## src/rtl/uart_txq_pkg.sv

```systemverilog
package uart_txq_pkg;

    typedef enum logic [2:0] {
        ST_IDLE  = 3'd0,
        ST_START = 3'd1,
        ST_DATA  = 3'd2,
        ST_PAR   = 3'd3,
        ST_STOP  = 3'd4
    } tx_state_e;

    typedef struct packed {
        logic [1:0] wlen;
        logic       stop2;
        logic       par_en;
        logic       par_odd;
    } frame_cfg_t;

    localparam int unsigned BYTE_W = 8;

    function automatic logic [3:0] data_bits(input logic [1:0] code);
        return 4'd5 + {2'b00, code};
    endfunction

    function automatic logic [BYTE_W-1:0] width_mask(input logic [1:0] code);
        return 8'hFF >> (2'd3 - code);
    endfunction

    function automatic logic parity_bit(input logic [BYTE_W-1:0] data,
                                        input logic [1:0] code,
                                        input logic odd);
        return (^(data & width_mask(code))) ^ odd;
    endfunction

endpackage

```

## src/rtl/uart_txq_buf.sv

```systemverilog
module uart_txq_buf #(
    parameter int unsigned DEPTH  = 16,
    parameter int unsigned DATA_W = 8,
    localparam int unsigned PTR_W = (DEPTH > 1) ? $clog2(DEPTH) : 1,
    localparam int unsigned CNT_W = PTR_W + 1
) (
    input  logic              clk,
    input  logic              rst,
    input  logic              deep_mode,
    input  logic              flush,
    input  logic              push,
    input  logic [DATA_W-1:0] push_data,
    input  logic              pop,
    output logic [DATA_W-1:0] head_data,
    output logic              avail,
    output logic              empty,
    output logic              full,
    output logic [CNT_W-1:0]  count
);

    localparam logic [CNT_W-1:0] CAP_DEEP = CNT_W'(DEPTH);
    localparam logic [CNT_W-1:0] CAP_ONE  = CNT_W'(1);
    localparam logic [PTR_W-1:0] PTR_LAST = PTR_W'(DEPTH - 1);

    logic [DATA_W-1:0] mem [DEPTH];
    logic [PTR_W-1:0]  wr_ptr, rd_ptr;
    logic              mode_q;
    logic              flush_all;
    logic              do_push, do_pop;
    logic [CNT_W-1:0]  cap;

    function automatic logic [PTR_W-1:0] ptr_next(input logic [PTR_W-1:0] p);
        return (p == PTR_LAST) ? '0 : p + 1'b1;
    endfunction

    assign flush_all = flush || (deep_mode != mode_q);
    assign cap       = deep_mode ? CAP_DEEP : CAP_ONE;
    assign empty     = (count == '0);
    assign full      = (count >= cap);
    assign avail     = !empty && !flush_all;
    assign head_data = mem[rd_ptr];
    assign do_push   = push && !full && !flush_all;
    assign do_pop    = pop && avail;

    always_ff @(posedge clk) begin
        if (do_push) begin
            mem[wr_ptr] <= push_data;
        end
    end

    always_ff @(posedge clk) begin
        if (rst) begin
            wr_ptr <= '0;
            rd_ptr <= '0;
            count  <= '0;
            mode_q <= deep_mode;
        end else begin
            mode_q <= deep_mode;
            if (flush_all) begin
                wr_ptr <= '0;
                rd_ptr <= '0;
                count  <= '0;
            end else begin
                if (do_push) begin
                    wr_ptr <= ptr_next(wr_ptr);
                end
                if (do_pop) begin
                    rd_ptr <= ptr_next(rd_ptr);
                end
                case ({do_push, do_pop})
                    2'b10:   count <= count + 1'b1;
                    2'b01:   count <= count - 1'b1;
                    default: count <= count;
                endcase
            end
        end
    end

endmodule

```

## src/rtl/uart_txq_shift.sv

```systemverilog
module uart_txq_shift
    import uart_txq_pkg::*;
#(
    parameter int unsigned OVERSAMPLE = 16,
    localparam int unsigned TC_W = $clog2(OVERSAMPLE)
) (
    input  logic              clk,
    input  logic              rst,
    input  logic              tick,
    input  logic              avail,
    input  logic [BYTE_W-1:0] din,
    input  frame_cfg_t        cfg,
    output logic              pull,
    output logic              txd,
    output logic              idle
);

    localparam logic [TC_W-1:0] TC_LAST = TC_W'(OVERSAMPLE - 1);

    tx_state_e         state;
    logic [TC_W-1:0]   tcnt;
    logic [2:0]        bidx;
    logic [BYTE_W-1:0] shreg;
    logic              parq;
    frame_cfg_t        cfg_q;
    logic              bit_end;
    logic              last_stop;
    logic              last_data;

    assign bit_end   = tick && (tcnt == TC_LAST);
    assign last_stop = (state == ST_STOP) && bit_end &&
                       (!cfg_q.stop2 || (bidx == 3'd1));
    assign last_data = ({1'b0, bidx} == (data_bits(cfg_q.wlen) - 4'd1));
    assign pull      = avail && ((state == ST_IDLE) || last_stop);
    assign idle      = (state == ST_IDLE);

    always_ff @(posedge clk) begin
        if (rst) begin
            state <= ST_IDLE;
            tcnt  <= '0;
            bidx  <= '0;
            shreg <= '0;
            parq  <= 1'b0;
            cfg_q <= '0;
        end else if (pull) begin
            state <= ST_START;
            tcnt  <= '0;
            bidx  <= '0;
            shreg <= din;
            parq  <= parity_bit(din, cfg.wlen, cfg.par_odd);
            cfg_q <= cfg;
        end else begin
            if ((state != ST_IDLE) && tick) begin
                tcnt <= tcnt + 1'b1;
            end
            if (bit_end) begin
                case (state)
                    ST_START: begin
                        state <= ST_DATA;
                        bidx  <= '0;
                    end
                    ST_DATA: begin
                        shreg <= shreg >> 1;
                        if (last_data) begin
                            state <= cfg_q.par_en ? ST_PAR : ST_STOP;
                            bidx  <= '0;
                        end else begin
                            bidx <= bidx + 1'b1;
                        end
                    end
                    ST_PAR: begin
                        state <= ST_STOP;
                        bidx  <= '0;
                    end
                    ST_STOP: begin
                        if (last_stop) begin
                            state <= ST_IDLE;
                        end else begin
                            bidx <= 3'd1;
                        end
                    end
                    default: state <= ST_IDLE;
                endcase
            end
        end
    end

    always_comb begin
        case (state)
            ST_START: txd = 1'b0;
            ST_DATA:  txd = shreg[0];
            ST_PAR:   txd = parq;
            default:  txd = 1'b1;
        endcase
    end

endmodule

```

## src/rtl/uart_txq.sv

```systemverilog
module uart_txq
    import uart_txq_pkg::*;
#(
    parameter int unsigned DEPTH      = 16,
    parameter int unsigned OVERSAMPLE = 16
) (
    input  logic       clk,
    input  logic       rst,
    input  logic       tick16,
    input  logic       fifo_en,
    input  logic       fifo_clear,
    input  logic       wr_en,
    input  logic [7:0] wr_data,
    input  logic [1:0] cfg_wlen,
    input  logic       cfg_stop2,
    input  logic       cfg_par_en,
    input  logic       cfg_par_odd,
    output logic       txd,
    output logic       hold_empty,
    output logic       tx_empty
);

    localparam int unsigned PTR_W = (DEPTH > 1) ? $clog2(DEPTH) : 1;
    localparam int unsigned CNT_W = PTR_W + 1;

    frame_cfg_t        cfg;
    logic [BYTE_W-1:0] head_data;
    logic              buf_avail, buf_empty, buf_full;
    logic [CNT_W-1:0]  buf_count;
    logic              pull, sh_idle;

    assign cfg = '{wlen: cfg_wlen, stop2: cfg_stop2,
                   par_en: cfg_par_en, par_odd: cfg_par_odd};

    uart_txq_buf #(.DEPTH(DEPTH), .DATA_W(BYTE_W)) buf_i (
        .clk       (clk),
        .rst       (rst),
        .deep_mode (fifo_en),
        .flush     (fifo_clear),
        .push      (wr_en),
        .push_data (wr_data),
        .pop       (pull),
        .head_data (head_data),
        .avail     (buf_avail),
        .empty     (buf_empty),
        .full      (buf_full),
        .count     (buf_count)
    );

    uart_txq_shift #(.OVERSAMPLE(OVERSAMPLE)) shift_i (
        .clk   (clk),
        .rst   (rst),
        .tick  (tick16),
        .avail (buf_avail),
        .din   (head_data),
        .cfg   (cfg),
        .pull  (pull),
        .txd   (txd),
        .idle  (sh_idle)
    );

    assign hold_empty = buf_empty;
    assign tx_empty   = buf_empty && sh_idle;

endmodule

```

## config.mk

```make
export PLATFORM = sky130hd
export DESIGN_NAME = uart_txq
export DESIGN_NICKNAME = d
export VERILOG_FILES = /design/src/rtl/uart_txq_pkg.sv /design/src/rtl/uart_txq_buf.sv /design/src/rtl/uart_txq_shift.sv /design/src/rtl/uart_txq.sv
export SDC_FILE = /design/constraint.sdc
export NUM_CORES = 1
export LEC_CHECK = 0
export ABC_AREA = 1
export BUFFER_PORTS_ARGS = -buffer_cell sky130_fd_sc_hd__buf_2
export CAP_MARGIN = 10
export CORE_MARGIN = 2
export CORE_UTILIZATION = 30
export CTS_BUF_LIST = sky130_fd_sc_hd__clkbuf_16
export DETAILED_ROUTE_END_ITERATION = 6
export PLACE_DENSITY = 0.45
export SLEW_MARGIN = 25
export SYNTH_ARGS = -nofsm -noshare
export SYNTH_HDL_FRONTEND = slang
export SYNTH_SLANG_ARGS = --single-unit
export TNS_END_PERCENT = 100
```

## constraint.sdc

```tcl
create_clock -name clk -period 4.1 [get_ports clk]
set_input_delay 0.82 -clock clk [delete_from_list [all_inputs] [get_ports clk]]
set_output_delay 0.82 -clock clk [all_outputs]
set_load 0.02 [all_outputs]
```

==> results of run 1 <==
[worst reg2reg max path: cells and delay by family (launching register included)]
family	cells	cell delay [ns]
compound gates	6	0.92
xor+xnor	1	0.21
fa+ha+maj	3	0.84
simple gates	3	0.43
flops	1	0.40
buf+inv	2	0.11
[sequential cells by signal, summed over array words and instances, names as in the netlist, named ones only]
| name | cells |
|---|---|
| buf_i.count | 5 |
| buf_i.mem | 128 |
| buf_i.mode_q | 1 |
| buf_i.rd_ptr | 4 |
| buf_i.wr_ptr | 4 |
| shift_i.bidx | 3 |
| shift_i.cfg_q | 4 |
| shift_i.parq | 1 |
| shift_i.shreg | 8 |
| shift_i.state | 3 |
| shift_i.tcnt | 4 |
[stage by stage]
stage | setup slack [ns] | hold WS (ns) | instances
floorplan | 0.971 | 0.440 | 811
global placement | 0.642 | 0.458 | 1144
detailed placement | 0.594 | 0.461 | 1144
CTS | 1.03 | 0.471 | 1176
global route | 0.475 | 0.499 | 1176
finish | 1.02 | 0.475 | 1176
[cells in the final DEF (no fill, tap or decap), drive strengths merged]
master    netlist  layout
nor4            1       1
nor3           12      12
nand4           1       1
clkbuf          5      19
o21ai          46      46
nor3b           1       1
nand3          91      91
dfxtp          41      41
o31ai           1       1
xor2            7       7
clkinv          1       6
o22ai           1       1
or2             2       2
o221ai          1       1
nand2         193     193
ha             13      13
buf            23      31
nand3b          1       1
o311ai          1       1
clkinvlp        0       1
edfxtp        128     128
o211ai          7       7
a21oi          24      24
xnor2           3       3
a31oi           2       2
inv           117     124
a211oi          3       3
nor2           85      85
[layer usage]
metal	wire length, µm	up-vias	global-route usage [%]
met3	555	16	2.62
met5	0	-	0
met2	8660	61	24.0
met1	8730	2443	18.9
met4	318	0	4.99
li1	-	2707	-
[final cells by class]
cell class                      instances  share of cell area, %
Inverter                              118                   5.17
Timing Repair Buffer                   31                   2.09
Clock inverter                         13                   1.05
Multi-Input combinational cell        496                   27.2
Sequential cell                       169                   54.2
Tap cell                              330                   4.79
Clock buffer                           19                   5.52
[path summary, 6_finish.rpt]
kind                                        from          endpoint  slack [ns]  cells past startpoint
worst min register to register  shift_i.cfg_q[3]  shift_i.cfg_q[3]        0.48                      2
worst max-delay path                     fifo_en    buf_i.count[4]        1.02                     16
worst max register to register    buf_i.count[0]    buf_i.count[4]        1.12                     15
worst min-delay path            shift_i.cfg_q[3]  shift_i.cfg_q[3]        0.48                      2
[Yosys cell counts (8+ instances only)]
master	instances
nand3_1	89
dfxtp_1	41
ha_1	13
inv_1	112
o21ai_0	38
o21ai_1	8
edfxtp_1	128
nand2_1	192
nor3_1	11
buf_2	14
a21oi_1	24
nor2_1	82
[power breakdown]
part           internal (mW)  leakage [nW]  switching [mW]
clock network          0.851         0.289           0.692
registers               1.84          1.48         0.00307
logic                 0.0249          1.65          0.0708
[kinds of logic (layout without fill, tap and decap cells)]
family	after synthesis	count (layout)
AOI/OAI and AO/OA	86	86
xor gates and xnor gates	10	10
adders and majority gates	13	13
buffers and inverters	146	181
DFF	169	169
and+or+nand+nor	387	387
==> impl_metrics.env, run 1 <==
export IMPL_status="finished clean"
export IMPL_grt_antenna_before_repair=0
export IMPL_cts_repair_resize_count=0
export IMPL_post_route_cells_drive_above_1_share_pct=8.98
export IMPL_final_util_pct=34.4
export IMPL_cts_buffers=17
export IMPL_placement_rows=58
export IMPL_number_of_search_and_repair_iterations_in_the_first_detailed_routing_pass=5
export IMPL_port_buffers=21
export IMPL_clock_path_buffers=2
export IMPL_fp_coreArea_mm2=0.0250
export IMPL_worst_slew_margin_relative_to_its_limit_pct=44.9
export IMPL_yosys_area_share_simple_pct=21.3
export IMPL_critical_path_arrival_ns=3.43
export IMPL_cts_reportedPaths_clkPinSlew_ns=0.07
export IMPL_fmax_ghz=0.325
export IMPL_grt_pass1_vias=5174
export IMPL_max_slew_worst_pin_slew_ns=0.823
export IMPL_cp_num_buf_inv=3
export IMPL_cpMaxStageDelayCell="ha_1"
export IMPL_netlist_area_leader_share_pct=50.4
export IMPL_finalCriticalPeriod_ns=3.08
export IMPL_remaining_drc_errors=0
export IMPL_start_util_pct=30.5
export IMPL_hold_viol_final=0
export IMPL_synth_largest_area_cell="edfxtp_1"
export IMPL_worstPathCellList="buf_2, inv_1, ha_1, o31ai_1, nand2_1, ha_1, xor2_1, ha_1, inv_1, nand2_1, nand2_1, o21ai_0, o21ai_0, a21oi_1, o21ai_0, a21oi_1"
export IMPL_ys_seq_area_share_pct=61.2
export IMPL_post_synthesis_share_of_cell_area_spent_on_full_adders_half_adders_and_majority_gates_pct=2.13
export IMPL_gr_usage_all_layers_pct=14.4
export IMPL_ioPinCount=22
export IMPL_ys_flop_type="edfxtp_1"
export IMPL_yosys_register_bits=169
export IMPL_cts_root_buf="clkbuf_16"
export IMPL_antennaDiodeCount=0
export IMPL_cts_repair_timing_setup_buffer_count=0
export IMPL_wire_per_inst_um=15.5
export IMPL_total_leakage_power_nw=3.42
export IMPL_first_iter_violations=410
export IMPL_final_routed_wirelength_um=18300
export IMPL_dp_hpwl_um=11700
export IMPL_critical_path_startpoint_category="input port"
export IMPL_flow_area_growth_from_synthesis_pct=13.0
export IMPL_maximum_number_of_pins_on_one_net_before_global_route_repair=70
export IMPL_multi_input_comb_area_mm2=0.00234
export IMPL_post_cts_hold_buffer_count=0
export IMPL_finalCritPeriodShare_pct=75.1
export IMPL_synth_enable_flop_cells=128
export IMPL_synth_cell_type_count=37
export IMPL_viasPerCell=4.44
export IMPL_seq_area_mm2=0.00467
export IMPL_htree_levels=4
export IMPL_syn_num_nets=843
export IMPL_setup_total_negative_slack_ns=0
export IMPL_critical_path_top_delay_family="compound AO/OA/AOI/OAI gates"
export IMPL_cpPeakStageDelay_ns=0.39
export IMPL_floorplan_die_width_um=163
export IMPL_finalClockSkew_ns=0.0112
export IMPL_die_area_mm2=0.0267
export IMPL_timing_critical_path_required_ns=4.45
export IMPL_cap_viol_max_count=0
export IMPL_synthXorXnorAreaFrac_pct=1.15
export IMPL_floorplan_die_height_um=163
export IMPL_synth_top_family_by_area="simple AND/OR/NAND/NOR gates"
export IMPL_totalPowerFinal_mw=3.49
export IMPL_average_instance_area_after_synthesis_um2=9.40
export IMPL_dpl_cell_area_mm2=0.00805
export IMPL_grt_remaining_overflow=0
export IMPL_critical_path_peak_fanout=10
export IMPL_rsz_0062_raised_after_global_routing="false"
export IMPL_power_density_cell_area_mw_per_mm2=405
export IMPL_timing_worst_setup_path_type="in -> reg"
export IMPL_final_max_slew_violation_count=0
export IMPL_synth_compound_area_share_pct=6.15
export IMPL_final_net_count=865
export IMPL_post_layout_inst_area_mm2=0.00861
export IMPL_grt_first_pass_wirelength_um=28800
export IMPL_antenna_viol_nets_final=0
export IMPL_n_fill_cell=2599
export IMPL_crit_path_end_kind="flip-flop"
export IMPL_synth_async_reset_ratio_pct=0
export IMPL_share_of_synthesized_area_spent_on_multiplexers_pct=0
export IMPL_mappedNetlistArea_mm2=0.00762
export IMPL_cts_tree="built"
export IMPL_ir_worst_vdd_mv=0.248
export IMPL_finalWeightedCongestion=0.759
export IMPL_yosys_warn_count=0
export IMPL_num_vias=5227
export IMPL_total_setup_violations_reported_at_the_end_of_the_flow=0
export IMPL_ys_top_cells_by_area="edfxtp_1 (50%), dfxtp_1 (11%), nand2_1 (9.5%)"
export IMPL_min_path_type="reg -> reg"
export IMPL_cts_sink_count=169
export IMPL_syn_inst=811
export IMPL_clkLatencyLatePin_ns=0.42
Note: power is estimated with default switching activity, not from simulation.
==> inputs of run 2 (changes only) <==
- PLACE_DENSITY: 0.45 -> 0.47
- clock period: 4.1 -> 2.6 ns (I/O delays scaled with it)
==> run 2 against run 1 <==
- combinational power rose by 67%
- setup slack got worse by 0.81 ns
- sequential share of layout area fell by 2.0 points
- register-to-register slack got worse by 0.91 ns
- sequential power rose by 57%
- cell count rose by 2.6%
- clock skew rose by 0.0055 ns
- via count rose by 3.4%
- critical path type is now reg -> reg
- largest cell class unchanged
==> impl_metrics.env, run 2 (synthesis gave the netlist of run 1 again) <==
export IMPL_worst_slew_margin_relative_to_its_limit_pct=74.3
export IMPL_antennaDiodeCount=0
export IMPL_cts_root_buf="clkbuf_16"
export IMPL_critical_path_startpoint_category="flip-flop"
export IMPL_final_common_cell="nand2_1"
export IMPL_crit_path_end_kind="flip-flop"
export IMPL_gr_usage_all_layers_pct=14.2
export IMPL_cpMaxStageDelayCell="dfxtp_1"
export IMPL_antenna_viol_nets_final=0
export IMPL_cts_tree="built"
export IMPL_die_area_mm2=0.0267
export IMPL_cts_repair_resize_count=0
export IMPL_fmax_ghz=0.418
export IMPL_cp_common_cell="nand2_1"
export IMPL_post_route_cells_drive_above_1_share_pct=13.8
export IMPL_ir_worst_vdd_mv=0.389
export IMPL_cpPeakStageDelay_ns=0.40
export IMPL_critical_path_peak_fanout=5
export IMPL_total_leakage_power_nw=3.57
export IMPL_cts_repair_timing_setup_buffer_count=0
export IMPL_cts_buffers=17
export IMPL_finalCritPeriodShare_pct=92.0
export IMPL_n_fill_cell=2553
export IMPL_flip_flop_count_of_the_largest_register_after_layout=128
export IMPL_critical_path_top_delay_family="simple AND/OR/NAND/NOR gates"
export IMPL_maximum_number_of_pins_on_one_net_before_global_route_repair=55
export IMPL_placement_rows=58
export IMPL_fp_coreArea_mm2=0.0250
export IMPL_first_iter_violations=396
export IMPL_cts_sink_count=169
export IMPL_final_routed_wirelength_um=18000
export IMPL_final_max_slew_violation_count=0
export IMPL_min_path_type="in -> reg"
export IMPL_flow_area_growth_from_synthesis_pct=17.3
export IMPL_cap_viol_max_count=0
export IMPL_timing_worst_setup_path_type="reg -> reg"
export IMPL_remaining_drc_errors=0
export IMPL_grt_first_pass_wirelength_um=28800
export IMPL_grt_remaining_overflow=0
export IMPL_worstPathCellList="ha_1, nand2_1, nand2_1, nand3_2, nand2_2, nand3_4, inv_4, ha_4, xor2_2, ha_2, inv_1, nand2_1, nand2_1, o21ai_2, o21ai_0, a21oi_1, o21ai_0, a21oi_1"
export IMPL_cts_reportedPaths_clkPinSlew_ns=0.07
export IMPL_finalCriticalPeriod_ns=2.39
export IMPL_finalWeightedCongestion=0.785
export IMPL_timing_critical_path_required_ns=2.95
export IMPL_reg_top3="buf_i.mem x128, shift_i.shreg x8, buf_i.count x5"
export IMPL_cp_num_buf_inv=2
export IMPL_final_util_pct=35.7
export IMPL_setup_total_negative_slack_ns=0
export IMPL_clock_path_buffers=2
export IMPL_total_setup_violations_reported_at_the_end_of_the_flow=0
export IMPL_wire_per_inst_um=14.9
export IMPL_max_slew_worst_pin_slew_ns=0.381
export IMPL_port_buffers=21
export IMPL_finish_cell_count_without_fillers=1206
export IMPL_status="finished clean"
export IMPL_power_density_cell_area_mw_per_mm2=619
export IMPL_htree_levels=4
export IMPL_critical_path_arrival_ns=2.75
export IMPL_dp_hpwl_um=11900
export IMPL_start_util_pct=30.5
export IMPL_most_common_layout_cells="nand2_1 (190), edfxtp_1 (128), inv_1 (111)"
export IMPL_dpl_cell_area_mm2=0.00834
export IMPL_grt_pass1_vias=5190
export IMPL_totalPowerFinal_mw=5.53
export IMPL_final_net_count=895
export IMPL_post_layout_inst_area_mm2=0.00894
export IMPL_num_vias=5407
export IMPL_viasPerCell=4.48
export IMPL_floorplan_die_height_um=163
export IMPL_ioPinCount=22
export IMPL_grt_antenna_before_repair=0
export IMPL_dpl_cell_count=1174
export IMPL_post_cts_hold_buffer_count=0
export IMPL_finalClockSkew_ns=0.0167
export IMPL_largest_register="buf_i.mem"
export IMPL_clkLatencyLatePin_ns=0.43
export IMPL_number_of_search_and_repair_iterations_in_the_first_detailed_routing_pass=4
export IMPL_hold_viol_final=0
export IMPL_floorplan_die_width_um=163
-- run 2: changes by cell type in the layout (fill, tap and decap cells not counted), sizes merged --
cell,before,now
buf,31,61
inv,124,126
clkbuf,19,17
-- run 2: path summary, 6_finish.rpt --
path,from,to,slack [ns],depth (start not counted)
worst max register to register,shift_i.bidx[0],buf_i.count[4],0.21,18
worst max-delay path,shift_i.bidx[0],buf_i.count[4],0.21,18
worst min register to register,shift_i.cfg_q[3],shift_i.cfg_q[3],0.48,2
worst min-delay path,fifo_en,buf_i.mode_q,0.21,1
-- run 2: layout make-up --
type | instances | area (µm²) | share of cell area, %
timing repair buffer | 61 | 430 | 4.81
clock buffer | 17 | 425 | 4.76
multi-input combinational | 496 | 2410 | 26.9
inverter | 118 | 448 | 5.01
clock inverter | 15 | 148 | 1.65
tap | 330 | 413 | 4.62
sequential | 169 | 4670 | 52.2
-- run 2: metrics by stage --
stage / setup slack, ns / hold WS [ns]
after floorplan: 0.0362 / 0.440
after global placement: -0.0737 / 0.460
after detailed placement: -0.0950 / 0.469
after CTS: 0.0803 / 0.181
after global routing: -0.0285 / 0.187
final: 0.207 / 0.210
-- run 2: layer usage --
metal	track usage (%)	part of all wire, %	up-vias
li1	-	-	2775
met1	19.3	49	2570
met2	23.2	48	52
met3	2.95	2.4	10
met4	3.78	0.88	0
met5	0	0	-
-- run 2: power by group --
group | internal [mW] | leakage, nW | switching [mW]
clock | 1.28 | 0.279 | 1.18
sequential | 2.90 | 1.48 | 0.00475
combinational | 0.0475 | 1.81 | 0.112
